==> src/rtl/vote_pkg.sv <==
package vote_pkg;
  // Active-high segments, bit0 = a .. bit6 = g
  function automatic logic [6:0] hex_to_seg(input logic [3:0] d);
    logic [6:0] s;
    case (d)
      4'h0: s = 7'h3F;
      4'h1: s = 7'h06;
      4'h2: s = 7'h5B;
      4'h3: s = 7'h4F;
      4'h4: s = 7'h66;
      4'h5: s = 7'h6D;
      4'h6: s = 7'h7D;
      4'h7: s = 7'h07;
      4'h8: s = 7'h7F;
      4'h9: s = 7'h6F;
      4'hA: s = 7'h77;
      4'hB: s = 7'h7C;
      4'hC: s = 7'h39;
      4'hD: s = 7'h5E;
      4'hE: s = 7'h79;
      default: s = 7'h71;
    endcase
    return s;
  endfunction
endpackage

==> src/rtl/vote_edge_enc.sv <==
module vote_edge_enc #(
  parameter int N_CAND = 8,
  localparam int IDX_W = $clog2(N_CAND)
) (
  input  logic              clk_i,
  input  logic              rst_ni,
  input  logic [N_CAND-1:0] ballot_i,
  output logic [IDX_W-1:0]  idx_o,
  output logic              valid_o
);
  logic [N_CAND-1:0] prev_q;
  logic [N_CAND-1:0] rise;

  always_ff @(posedge clk_i or negedge rst_ni) begin
    if (!rst_ni) prev_q <= '0;
    else         prev_q <= ballot_i;
  end

  assign rise = ballot_i & ~prev_q;

  // lowest rising line wins
  always_comb begin
    idx_o = '0;
    for (int k = N_CAND - 1; k >= 0; k--) begin
      if (rise[k]) idx_o = IDX_W'(k);
    end
  end

  assign valid_o = |rise;

  assert_encoded_was_low_R3: assert property (@(posedge clk_i) disable iff (!rst_ni)
    valid_o |-> (ballot_i[idx_o] && !prev_q[idx_o]));

  assert_no_lower_rise_R4: assert property (@(posedge clk_i) disable iff (!rst_ni)
    valid_o |-> ((rise & ((N_CAND'(1) << idx_o) - N_CAND'(1))) == '0));
endmodule

==> src/rtl/vote_we_dec.sv <==
module vote_we_dec #(
  parameter int N_CAND = 8,
  localparam int IDX_W = $clog2(N_CAND)
) (
  input  logic [IDX_W-1:0]  idx_i,
  input  logic              valid_i,
  output logic [N_CAND-1:0] we_o
);
  for (genvar k = 0; k < N_CAND; k++) begin : g_we
    assign we_o[k] = valid_i && (idx_i == IDX_W'(k));
  end
endmodule

==> src/rtl/vote_cnt_bank.sv <==
module vote_cnt_bank #(
  parameter int N_CAND = 8,
  parameter int CNT_W  = 32,
  localparam int IDX_W = $clog2(N_CAND)
) (
  input  logic              clk_i,
  input  logic              rst_ni,
  input  logic [N_CAND-1:0] we_i,
  input  logic [IDX_W-1:0]  idx_i,
  input  logic [IDX_W-1:0]  sel_i,
  output logic [CNT_W-1:0]  total_o
);
  logic [CNT_W-1:0] cnt_q [N_CAND];
  logic [CNT_W-1:0] inc;

  // single shared incrementer
  assign inc = cnt_q[idx_i] + CNT_W'(1);

  for (genvar k = 0; k < N_CAND; k++) begin : g_cnt
    always_ff @(posedge clk_i or negedge rst_ni) begin
      if (!rst_ni)    cnt_q[k] <= '0;
      else if (we_i[k]) cnt_q[k] <= inc;
    end

    assert_step_by_one_R2: assert property (@(posedge clk_i) disable iff (!rst_ni)
      (cnt_q[k] != $past(cnt_q[k])) |-> (cnt_q[k] == $past(cnt_q[k]) + CNT_W'(1)));

    assert_idle_hold_R5: assert property (@(posedge clk_i) disable iff (!rst_ni)
      !$past(we_i[k]) |-> (cnt_q[k] == $past(cnt_q[k])));
  end

  assign total_o = cnt_q[sel_i];

  assert_one_writer_R4: assert property (@(posedge clk_i) disable iff (!rst_ni)
    $countones(we_i) <= 1);
endmodule

==> src/rtl/vote_tally.sv <==
module vote_tally #(
  parameter int N_CAND = 8,
  parameter int CNT_W  = 32,
  localparam int IDX_W = $clog2(N_CAND)
) (
  input  logic              clk_i,
  input  logic              rst_ni,
  input  logic [N_CAND-1:0] ballot_i,
  input  logic [IDX_W-1:0]  sel_i,
  output logic              detect_o,
  output logic [CNT_W-1:0]  total_o,
  output logic [6:0]        seg_o
);
  import vote_pkg::*;

  logic [IDX_W-1:0]  idx;
  logic              valid;
  logic [N_CAND-1:0] we;

  vote_edge_enc #(.N_CAND(N_CAND)) u_enc (
    .clk_i   (clk_i),
    .rst_ni  (rst_ni),
    .ballot_i(ballot_i),
    .idx_o   (idx),
    .valid_o (valid)
  );

  vote_we_dec #(.N_CAND(N_CAND)) u_dec (
    .idx_i  (idx),
    .valid_i(valid),
    .we_o   (we)
  );

  vote_cnt_bank #(.N_CAND(N_CAND), .CNT_W(CNT_W)) u_bank (
    .clk_i  (clk_i),
    .rst_ni (rst_ni),
    .we_i   (we),
    .idx_i  (idx),
    .sel_i  (sel_i),
    .total_o(total_o)
  );

  assign detect_o = valid;
  assign seg_o    = hex_to_seg(total_o[3:0]);

  assert_seg_zero_R7: assert property (@(posedge clk_i) disable iff (!rst_ni)
    (total_o[3:0] == 4'h0) |-> (seg_o == 7'h3F));

  assert_quiet_no_we_R5: assert property (@(posedge clk_i) disable iff (!rst_ni)
    !detect_o |-> (we == '0));
endmodule

==> config.mk <==
export PLATFORM = sky130hd
export DESIGN_NAME = vote_tally
export DESIGN_NICKNAME = d
export VERILOG_FILES = /design/src/rtl/vote_pkg.sv /design/src/rtl/vote_edge_enc.sv /design/src/rtl/vote_we_dec.sv /design/src/rtl/vote_cnt_bank.sv /design/src/rtl/vote_tally.sv
export SDC_FILE = /design/constraint.sdc
export NUM_CORES = 1
export LEC_CHECK = 0
export CAP_MARGIN = 30
export CORE_MARGIN = 2
export CORE_UTILIZATION = 58
export CTS_BUF_LIST = sky130_fd_sc_hd__clkbuf_4
export DETAILED_ROUTE_END_ITERATION = 10
export PLACE_DENSITY = 0.84
export SLEW_MARGIN = 20
export SYNTH_ARGS = -nofsm -noshare
export SYNTH_HDL_FRONTEND = slang
export SYNTH_SLANG_ARGS = --single-unit
==> constraint.sdc <==
create_clock -name clk_i -period 4.4 [get_ports clk_i]
set_clock_uncertainty 0.05 [all_clocks]
set_input_delay 0.44 -clock clk_i [delete_from_list [all_inputs] [get_ports clk_i]]
set_output_delay 0.44 -clock clk_i [all_outputs]
set_load 0.01 [all_outputs]
==> metrics.yaml <==
pwr:
  cellPowerDensity_nw_per_um2: 539
  ir_worst_vdd_uv: 354
  p_leak_nw: 7.25
placed_design:
  port-buffer-count: 52
  place_congestion: 0.923
  dpl.hpwl_um: 27500
final_layout:
  fin_nets: 1603
  layout_commonest_cell: "nand2_1"
  post-route-util: 0.688
  drive_gt1_frac: 0.235
  final_cell_mix: "356 x nand2_1, 264 x dfrtp_1, 212 x o21ai_0"
  areaGrowthSynthToFinish_pct: 16.0
synthesis:
  synth_edf_count: 0
  synth_cells: 1448
  synth-main-ff-cell: "dfrtp_1"
  avgSynthCellArea_um2: 9.99
  syn_area_um2: 14500
  ys_seq_area_frac: 0.457
  ys_warn_count: 0
  synthDistinctLibCells: 86
  synth.net_count: 1469
  synth_seq_cells: 264
  synthArstFlopShare: 1.00
clock_network:
  cts_tree: "done"
  clkTransAtPathRegs_ps: 60
  clock_latency_ps: 690
  cts.sinks: 264
  clk_path_buf_depth: 3
  cts_inserted_buffers: 71
  h-tree-depth: 3
  clock-root-buffer: "clkbuf_4"
sta:
  grt_setup_unrepaired: "false"
  period_minus_slack_ps: 3910
  slew_headroom: 0.387
  drv_slew: 0
  setup_violations: 0
  hold_violations: 0
  fmax_mhz: 256
  fin_crit_sh: 0.889
  worstMarginPinSlew_ps: 916
  finalSetupTns_ps: 0
routing:
  num_vias: 12900
  routed_wl_um: 43200
  ant_nets: 0
  drt_iter0_markers: 1730
  drt_pre_antenna_iters: 7
  drc: 0
  wl_per_cell_um: 22.1
  via_per_inst: 6.61
outcome:
  status: "finished clean"
setup_path:
  reg2reg_slack_ps: 490
  worst-path-max-fanout: 23
  ff2ff_path_depth: 16
  start_kind: "flip-flop"
  critPathRequiredTime_ps: 4860
  arrival_ps: 4370
  r2r-start: "u_enc.prev_q[0]"
  end_kind: "flip-flop"
  critical_path_class: "flip-flop to flip-flop"
  rr_endpoint: "u_bank.cnt_q[127]"
die:
  die-area_um2: 26200
  fp-row-count: 57
  start_util: 0.593
  core_um2: 24400
  fp.dieH_um: 162
  io_pins: 53
  die_width_um: 162
grt:
  grt_pass1_vias: 13300
  grt_pass1_wl_um: 69400
  antenna_found_initial: 1
  grtUsageTotal: 0.338
  grt-ovfl-total: 0
  grt_max_degree: 128
min_path:
  whs_endpoint: "u_enc.prev_q[6]"
  hold_path_depth: 1
  hold_start: "ballot_i[6]"
  min_path_type: "primary input to flip-flop"
job:
  cap_viol_max_count: 0
-- critical path, stage by stage (launching register included) --
cell and delay [ps]:
dfrtp_1 380, and2b_4 300, buf_4 210, nor2_2 80, a21oi_4 330, buf_12 230
buf_4 310, nand2_1 110, o22ai_1 250, a31oi_1 90, nor3_1 290, buf_4 190
nand4b_1 200, nor4_4 350, xor2_2 170, buf_4 140, o21ai_1 60
-- timing repair --
action                                 CTS  global route
setup buffers                            0             0
hold buffers                             1             0
endpoints found under the hold margin   91             0
resized for setup                        0             0
-- where the power goes --
part / switching [mW] / leakage, nW / internal [mW] / total (mW)
registers: 0.670 / 3.43 / 3.19 / 3.86
logic: 1.59 / 3.32 / 1.49 / 3.08
clock network: 1.00 / 0.508 / 1.10 / 2.10
-- cell usage after synthesis (all sizes together) (8+ instances only) --
cell type    n  area share
a211oi      14      0.0080
a21oi       35       0.013
a221oi      17       0.010
a31oi        9      0.0039
and3        13      0.0056
buf         33       0.014
clkbuf      69       0.018
dfrtp      264        0.46
ha           8      0.0069
inv          8      0.0021
mux2        33       0.026
mux2i       25       0.017
mux4        65        0.10
nand2      363       0.094
nand2b      12      0.0062
nand3       20      0.0073
nor2        31      0.0087
nor3        26       0.012
nor4         9      0.0085
o21ai      252       0.088
o22ai       11      0.0048
or3          9      0.0039
xnor2       15      0.0096
xor2        20       0.016
-- layer usage --
layer	share of wire	up-vias	track usage
met5	0	-	0
met4	0.042	0	0.175
met3	0.12	175	0.0884
met2	0.46	941	0.528
met1	0.37	6235	0.439
li1	-	5538	-
-- kinds of logic (layout without fill, tap and decap cells) --
kind of cell             count (synthesis)  in the layout  synth area share
multiplexers                           123            123             0.144
adder cells (fa/ha/maj)                  8              8           0.00692
AND/OR/NAND/NOR                        510            510             0.165
buffers and inverters                  110            287            0.0338
XOR/XNOR                                35             35            0.0253
flip-flops                             264            264             0.457
other                                    0              1                 0
AO/OA/AOI/OAI                          398            398             0.168
-- layout make-up --
type	count	area [um^2]
repair buffers	163	1500
well taps	324	405
flip-flops and latches	264	6610
fillers	1746	7610
diodes	1	2.50
clock buffers	107	803
clock inverters	9	37.5
inverters	8	30.0
multi-input cells	1074	7400
-- worst max path at each step --
stage / end / cells past startpoint / startpoint
final: u_bank.cnt_q[127] / 16 / u_enc.prev_q[0]
after global routing: u_bank.cnt_q[29] / 15 / u_enc.prev_q[0]
after CTS: u_bank.cnt_q[95] / 16 / u_enc.prev_q[0]
after detailed placement: u_bank.cnt_q[191] / 17 / ballot_i[4]
after global placement: u_bank.cnt_q[191] / 17 / ballot_i[4]
after floorplan: seg_o[3] / 8 / sel_i[0]
-- registers in the layout, indices dropped and copies added (netlist names) --
signal and cells:
u_enc.prev_q 8, u_bank.cnt_q 256
-- stage by stage --
stage,std cells,hold slack (ps),instance area [um^2],power [mW],setup slack [ps]
after floorplan,1448,94.4,14500,5.60,791
after global placement,1832,428,15900,6.71,119
after detailed placement,1832,436,15900,6.90,45.1
after CTS,1949,179,16800,9.02,569
after global routing,1950,209,16800,9.57,303
final,1950,209,16800,9.04,489
(Power assumes the default switching activity.)
